## config.mk

```make
export PLATFORM = sky130hd
export DESIGN_NAME = shared_bus_ic
export DESIGN_NICKNAME = d
export VERILOG_FILES = /design/src/rtl/bus_ic_pkg.sv /design/src/rtl/ic_mux.sv /design/src/rtl/ic_decoder.sv /design/src/rtl/ic_default_slave.sv /design/src/rtl/ic_rsp_mux.sv /design/src/rtl/shared_bus_ic.sv
export SDC_FILE = /design/constraint.sdc
export NUM_CORES = 1
export LEC_CHECK = 0
export BUFFER_PORTS_ARGS = -buffer_cell sky130_fd_sc_hd__buf_2
export CAP_MARGIN = 20
export CORE_AREA = 2 2 184 186
export DETAILED_ROUTE_END_ITERATION = 7
export DIE_AREA = 0 0 186 188
export GPL_TIMING_DRIVEN = 0
export PLACE_DENSITY = 0.33
export SYNTH_ARGS = -nofsm -noshare
export SYNTH_HDL_FRONTEND = slang
export SYNTH_SLANG_ARGS = --single-unit
```

## constraint.sdc

```tcl
create_clock -name clk -period 3.5 [get_ports clk]
set_clock_uncertainty 0.2 [all_clocks]
set_input_delay 0.525 -clock clk [delete_from_list [all_inputs] [get_ports clk]]
set_output_delay 0.525 -clock clk [all_outputs]
set_load 0.02 [all_outputs]
```

## src/rtl/bus_ic_pkg.sv

```systemverilog
package bus_ic_pkg;

    localparam int AW      = 32;
    localparam int DW      = 32;
    localparam int N_MST   = 3;
    localparam int N_SLV   = 4;
    localparam int SZ_W    = 3;
    localparam int BU_W    = 3;
    localparam int REG_LSB = 28;
    localparam int REG_W   = $clog2(N_SLV);
    localparam int MIDX_W  = (N_MST > 1) ? $clog2(N_MST) : 1;
    localparam int SIDX_W  = $clog2(N_SLV + 1);
    localparam logic [SIDX_W-1:0] DEF_IDX = SIDX_W'(N_SLV);

    typedef enum logic [1:0] {
        TR_IDLE   = 2'b00,
        TR_BUSY   = 2'b01,
        TR_NONSEQ = 2'b10,
        TR_SEQ    = 2'b11
    } trans_e;

    typedef enum logic [1:0] {
        RSP_OKAY  = 2'b00,
        RSP_ERROR = 2'b01,
        RSP_RETRY = 2'b10,
        RSP_SPLIT = 2'b11
    } resp_e;

    typedef struct packed {
        logic [AW-1:0]   addr;
        trans_e          trans;
        logic            write;
        logic [SZ_W-1:0] size;
        logic [BU_W-1:0] burst;
    } actl_t;

    localparam int ACTL_W = $bits(actl_t);

    function automatic logic trans_active(input trans_e t);
        return (t == TR_NONSEQ) || (t == TR_SEQ);
    endfunction

    function automatic logic addr_mapped(input logic [AW-1:0] a);
        return a[AW-1:REG_LSB+REG_W] == '0;
    endfunction

    function automatic logic [REG_W-1:0] addr_region(input logic [AW-1:0] a);
        return a[REG_LSB +: REG_W];
    endfunction

endpackage

```

## src/rtl/ic_mux.sv

```systemverilog
module ic_mux #(
    parameter int N  = 3,
    parameter int W  = 32,
    parameter int IW = 2
) (
    input  logic [IW-1:0]       sel,
    input  logic [N-1:0][W-1:0] din,
    output logic [W-1:0]        dout
);
    // Out-of-range index yields zero.
    always_comb begin
        dout = '0;
        for (int i = 0; i < N; i++) begin
            if (sel == IW'(i)) dout = din[i];
        end
    end
endmodule

```

## src/rtl/ic_decoder.sv

```systemverilog
module ic_decoder
    import bus_ic_pkg::*;
(
    input  logic [AW-1:0]     addr,
    output logic [N_SLV-1:0]  sel,
    output logic [SIDX_W-1:0] idx
);
    logic             hit;
    logic [REG_W-1:0] region;

    assign hit    = addr_mapped(addr);
    assign region = addr_region(addr);

    for (genvar s = 0; s < N_SLV; s++) begin : g_sel
        assign sel[s] = hit && (region == REG_W'(s));
    end

    assign idx = hit ? SIDX_W'(region) : DEF_IDX;
endmodule

```

## src/rtl/ic_default_slave.sv

```systemverilog
module ic_default_slave
    import bus_ic_pkg::*;
(
    input  logic   clk,
    input  logic   rst,
    input  logic   sel,
    input  trans_e trans,
    input  logic   bus_ready,
    output logic   ready_out,
    output resp_e  resp
);
    typedef enum logic [1:0] {DS_OK, DS_ERR_WAIT, DS_ERR_END} ds_state_e;

    ds_state_e state_q, state_d;

    always_comb begin
        state_d = state_q;
        if (state_q == DS_ERR_WAIT) begin
            state_d = DS_ERR_END;
        end else if (bus_ready) begin
            state_d = (sel && trans_active(trans)) ? DS_ERR_WAIT : DS_OK;
        end
    end

    always_ff @(posedge clk) begin
        if (rst) state_q <= DS_OK;
        else     state_q <= state_d;
    end

    assign ready_out = (state_q != DS_ERR_WAIT);
    assign resp      = (state_q == DS_OK) ? RSP_OKAY : RSP_ERROR;
endmodule

```

## src/rtl/ic_rsp_mux.sv

```systemverilog
module ic_rsp_mux
    import bus_ic_pkg::*;
(
    input  logic [SIDX_W-1:0]          idx,
    input  logic [N_SLV-1:0][DW-1:0]   rdata,
    input  logic [N_SLV-1:0][1:0]      resp,
    input  logic [N_SLV-1:0]           ready,
    input  resp_e                      def_resp,
    input  logic                       def_ready,
    output logic [DW-1:0]              rdata_out,
    output resp_e                      resp_out,
    output logic                       ready_out
);
    always_comb begin
        rdata_out = '0;
        resp_out  = def_resp;
        ready_out = def_ready;
        for (int s = 0; s < N_SLV; s++) begin
            if (idx == SIDX_W'(s)) begin
                rdata_out = rdata[s];
                resp_out  = resp_e'(resp[s]);
                ready_out = ready[s];
            end
        end
    end
endmodule

```

## src/rtl/shared_bus_ic.sv

```systemverilog
module shared_bus_ic
    import bus_ic_pkg::*;
(
    input  logic                    clk,
    input  logic                    rst,
    input  logic [MIDX_W-1:0]       grant,
    input  logic [N_MST*AW-1:0]     m_addr,
    input  logic [N_MST*2-1:0]      m_trans,
    input  logic [N_MST-1:0]        m_write,
    input  logic [N_MST*SZ_W-1:0]   m_size,
    input  logic [N_MST*BU_W-1:0]   m_burst,
    input  logic [N_MST*DW-1:0]     m_wdata,
    output logic [DW-1:0]           m_rdata,
    output logic [1:0]              m_resp,
    output logic                    bus_ready,
    output logic [AW-1:0]           s_addr,
    output logic [1:0]              s_trans,
    output logic                    s_write,
    output logic [SZ_W-1:0]         s_size,
    output logic [BU_W-1:0]         s_burst,
    output logic [DW-1:0]           s_wdata,
    output logic [N_SLV-1:0]        s_sel,
    input  logic [N_SLV*DW-1:0]     s_rdata,
    input  logic [N_SLV*2-1:0]      s_resp,
    input  logic [N_SLV-1:0]        s_ready_out
);
    // Address phase: pack each master's fields, pick the granted one.
    actl_t [N_MST-1:0] m_ctl;
    logic [ACTL_W-1:0] ap_bits;
    actl_t             ap_ctl;

    for (genvar m = 0; m < N_MST; m++) begin : g_pack
        assign m_ctl[m] = '{
            addr:  m_addr[m*AW +: AW],
            trans: trans_e'(m_trans[m*2 +: 2]),
            write: m_write[m],
            size:  m_size[m*SZ_W +: SZ_W],
            burst: m_burst[m*BU_W +: BU_W]
        };
    end

    ic_mux #(.N(N_MST), .W(ACTL_W), .IW(MIDX_W)) u_amux (
        .sel  (grant),
        .din  (m_ctl),
        .dout (ap_bits)
    );
    assign ap_ctl = actl_t'(ap_bits);

    assign s_addr  = ap_ctl.addr;
    assign s_trans = ap_ctl.trans;
    assign s_write = ap_ctl.write;
    assign s_size  = ap_ctl.size;
    assign s_burst = ap_ctl.burst;

    logic [SIDX_W-1:0] ap_slv;

    ic_decoder u_dec (
        .addr (ap_ctl.addr),
        .sel  (s_sel),
        .idx  (ap_slv)
    );

    // Data-phase owners: load only when the current data phase completes.
    logic [SIDX_W-1:0] dp_slv_q;
    logic [MIDX_W-1:0] dp_mst_q;

    always_ff @(posedge clk) begin
        if (rst) begin
            dp_slv_q <= DEF_IDX;
            dp_mst_q <= '0;
        end else if (bus_ready) begin
            dp_slv_q <= ap_slv;
            dp_mst_q <= grant;
        end
    end

    ic_mux #(.N(N_MST), .W(DW), .IW(MIDX_W)) u_wmux (
        .sel  (dp_mst_q),
        .din  (m_wdata),
        .dout (s_wdata)
    );

    resp_e def_resp;
    logic  def_ready;

    ic_default_slave u_def (
        .clk       (clk),
        .rst       (rst),
        .sel       (ap_slv == DEF_IDX),
        .trans     (ap_ctl.trans),
        .bus_ready (bus_ready),
        .ready_out (def_ready),
        .resp      (def_resp)
    );

    resp_e rsp_sel;

    ic_rsp_mux u_rmux (
        .idx       (dp_slv_q),
        .rdata     (s_rdata),
        .resp      (s_resp),
        .ready     (s_ready_out),
        .def_resp  (def_resp),
        .def_ready (def_ready),
        .rdata_out (m_rdata),
        .resp_out  (rsp_sel),
        .ready_out (bus_ready)
    );
    assign m_resp = rsp_sel;
endmodule

```

==> flow_summary.ini <==
[sta]
finalCritPeriodShare_pct = 89.2
setup_viol = 0
fin_hold_ws_ns = 0.356
period_minus_slack_ns = 3.12
slew_headroom_pct = 32.3
fin_setup_tns_ns = 0
slew_viol_final = 0
finalHoldViolCount = 0
tightestPinTransition_ns = 1.02
clock.fmax_mhz = 320
rsz0062_at_grt = false

[clock_tree]
numCtsBuffers = 3
cts_htree_levels = 1
clk_path_buf_depth = 2
clk_pin_slew_ns = 0.04
numClockSinks = 7
cts_tree = yes
cts_setup_buffers = 0
insertion_delay_ns = 0.24
cts-root-buf = clkbuf_16

[setup_path]
cpMaxStageDelayCell = clkbuf_1
slowest_delay_ns = 0.44
crit_buf_inv = 4
cp_num_cells = 7
crit_required_ns = 2.77
crit_top_cell = buf_2
critical_path.cell_chain = buf_2, nor2b_1, clkbuf_2, clkbuf_1, nand2_1, o21ai_0, buf_2
critPathLaunchType = input port
path_delay_family = buffers and inverters
cp-end-kind = output port
crit_type = input port to output port
reg2reg_depth = 5
worst_ep_arrival_time_ns = 2.40
cp_max_fo = 10

[run_status]
status = completed

[die]
core-area_um2 = 33100
rows = 67
dieArea_um2 = 35000
fp.dieH_um = 188
dieWidth_um = 186
start_util_pct = 8.82
num_io_pins = 475

[layout]
drive_above_1_share_pct = 62.8
fin_util_pct = 17.9
nets = 1210
area_growth_pct = 103
num_antenna_cells = 0
nFillCells = 3842
layout.cells.non_filler = 1294

[logic_synthesis]
synth_area_um2 = 2920
ys_seq_area_share_pct = 4.80
synth_top_area_cell = mux4_2
yosysWarnings = 0
yosysUniqueCellTypes = 31
synth_area_leaders = mux4_2 (26%), mux2i_1 (25%), o21ai_0 (12%), nand2_1 (8.9%), nor2b_1 (7.3%)
syn_area_per_cell_um2 = 7.91
synth_top_cells_by_count = mux2i_1 (74), o21ai_0 (71), nand2_1 (69)
yosysMostFrequentCell = mux2i_1
synth_seq_cells = 7
syn_nets = 732
syn_inst = 369
async_reset_ff_share_pct = 0
synth_edf_count = 0
ys.flop_type = dfxtp_1
synth_top_area_share_pct = 26.2

[routing]
drc = 0
drt_iter0_drc = 90
vias = 4789
drt-wirelength-per-cell_um = 15.0
drt_wl_total_um = 19400
first_pass_iters = 4
ant_nets = 0
via_per_inst = 3.70

[global_routing]
grt_max_degree = 11
grt_usage_pct = 10.0
grt_overflow = 0
grt_pass1_wl_um = 26600
antenna_found_initial = 2
grt_pass1_vias = 4766

[power_and_ir_drop]
power_density_nw_per_um2 = 254
p_leak_nw = 3.02
total_power_w = 0.00151
max-vdd-ir-drop_v = 0.0000780

[min_path]
whs_path_depth = 2
hold_path_class = flip-flop to flip-flop

[placement]
placed_cells = 1290
post-dp-hpwl_um = 17100
gp_congestion = 0.749
port_buffers = 473

[job]
maxCapViolCount = 0
[path summary, 6_finish.rpt]
path	slack, ns	startpoint	to
setup / recovery	0.38	grant[1]	s_addr[19]
hold / removal	0.36	u_def.state_q[0]	u_def.state_q[0]
setup reg to reg	1.20	dp_slv_q[2]	dp_slv_q[0]
hold reg to reg	0.36	u_def.state_q[0]	u_def.state_q[0]
[state kept, by name (all words and copies together), names as in the netlist]
name and flops:
dp_mst_q 2, dp_slv_q 3, u_def.state_q 2
[routing by layer]
metal  vias up  global-route usage [%]  share of wire (%)
met4         2                   0.818               0.63
li1       2317                       -                  -
met2       293                    21.3                 55
met1      2168                    10.1                 35
met3         9                    1.90                8.8
met5         -                       0              0.083
[worst register-to-register path: cells and delay by family, from the launching register on]
family          cells  cell delay (ns)
buf+inv             1             0.26
flops               1             0.34
compound gates      2             1.24
simple gates        2             0.17
[kinds of logic (layout without fill, tap and decap cells)]
| group | count (synthesis) | count (layout) | synth area share, % |
|---|---|---|---|
| AOI/OAI and AO/OA | 88 | 88 | 16.8 |
| buffers and inverters | 42 | 519 | 6.04 |
| DFF | 7 | 7 | 4.80 |
| muxes | 108 | 108 | 51.6 |
| and+or+nand+nor | 124 | 124 | 20.7 |
[timing repair]
item	4_1_cts	5_1_grt
gates resized for setup	0	2
endpoints found under the setup margin	0	1
hold buffers	0	0
[final cells by class]
cell class | instances | area [µm²] | share of cell area, %
multi-input cells | 320 | 2600 | 43.9
repair buffers | 473 | 2370 | 39.9
well taps | 448 | 561 | 9.45
plain buffers | 37 | 159 | 2.68
flip-flops and latches | 7 | 140 | 2.36
clock buffers | 3 | 75.1 | 1.27
inverters | 5 | 18.8 | 0.317
clock inverters | 1 | 5.00 | 0.0844
[layout by cell type, fill, tap and decap left out]
cell type / netlist / layout
o21ai_0: 71 / 71
a21oi_1: 5 / 5
or3b_2: 2 / 2
nor2_2: 2 / 2
nor3b_1: 1 / 1
nor2b_1: 34 / 34
o21ba_2: 1 / 1
o2bb2ai_1: 2 / 2
clkbuf_1: 26 / 25
clkinv_2: 0 / 1
inv_1: 5 / 5
a2bb2oi_1: 2 / 2
dfxtp_1: 7 / 7
buf_4: 2 / 2
a221o_1: 1 / 1
a222oi_1: 1 / 1
mux2i_1: 74 / 74
nand3_1: 1 / 1
a21o_1: 1 / 1
o41ai_2: 1 / 1
clkbuf_16: 0 / 3
nand2b_4: 1 / 1
and2b_1: 3 / 3
a211oi_1: 1 / 1
buf_2: 9 / 482
o31ai_1: 1 / 1
clkbuf_2: 0 / 1
a22oi_1: 1 / 1
nand2_1: 69 / 69
nor3_1: 4 / 4
nor2_1: 5 / 5
and3_1: 1 / 1
or4b_2: 1 / 1
mux4_2: 34 / 34
[where the power goes]
group | switching [W] | internal [W]
combinational | 0.000678 | 0.000528
clock | 0.0000489 | 0.000150
sequential | 0.0000102 | 0.0000931
total | 0.000737 | 0.000771
[metrics by stage]
| step | instance area, µm² | worst slack, ns |
|---|---|---|
| floorplan | 2920 | 0.803 |
| global placement | 5850 | 0.103 |
| detailed placement | 5850 | 0.131 |
| CTS | 5930 | 0.125 |
| global route | 5930 | 0.187 |
| finish | 5930 | 0.380 |
Note: power is estimated with default switching activity, not from simulation.
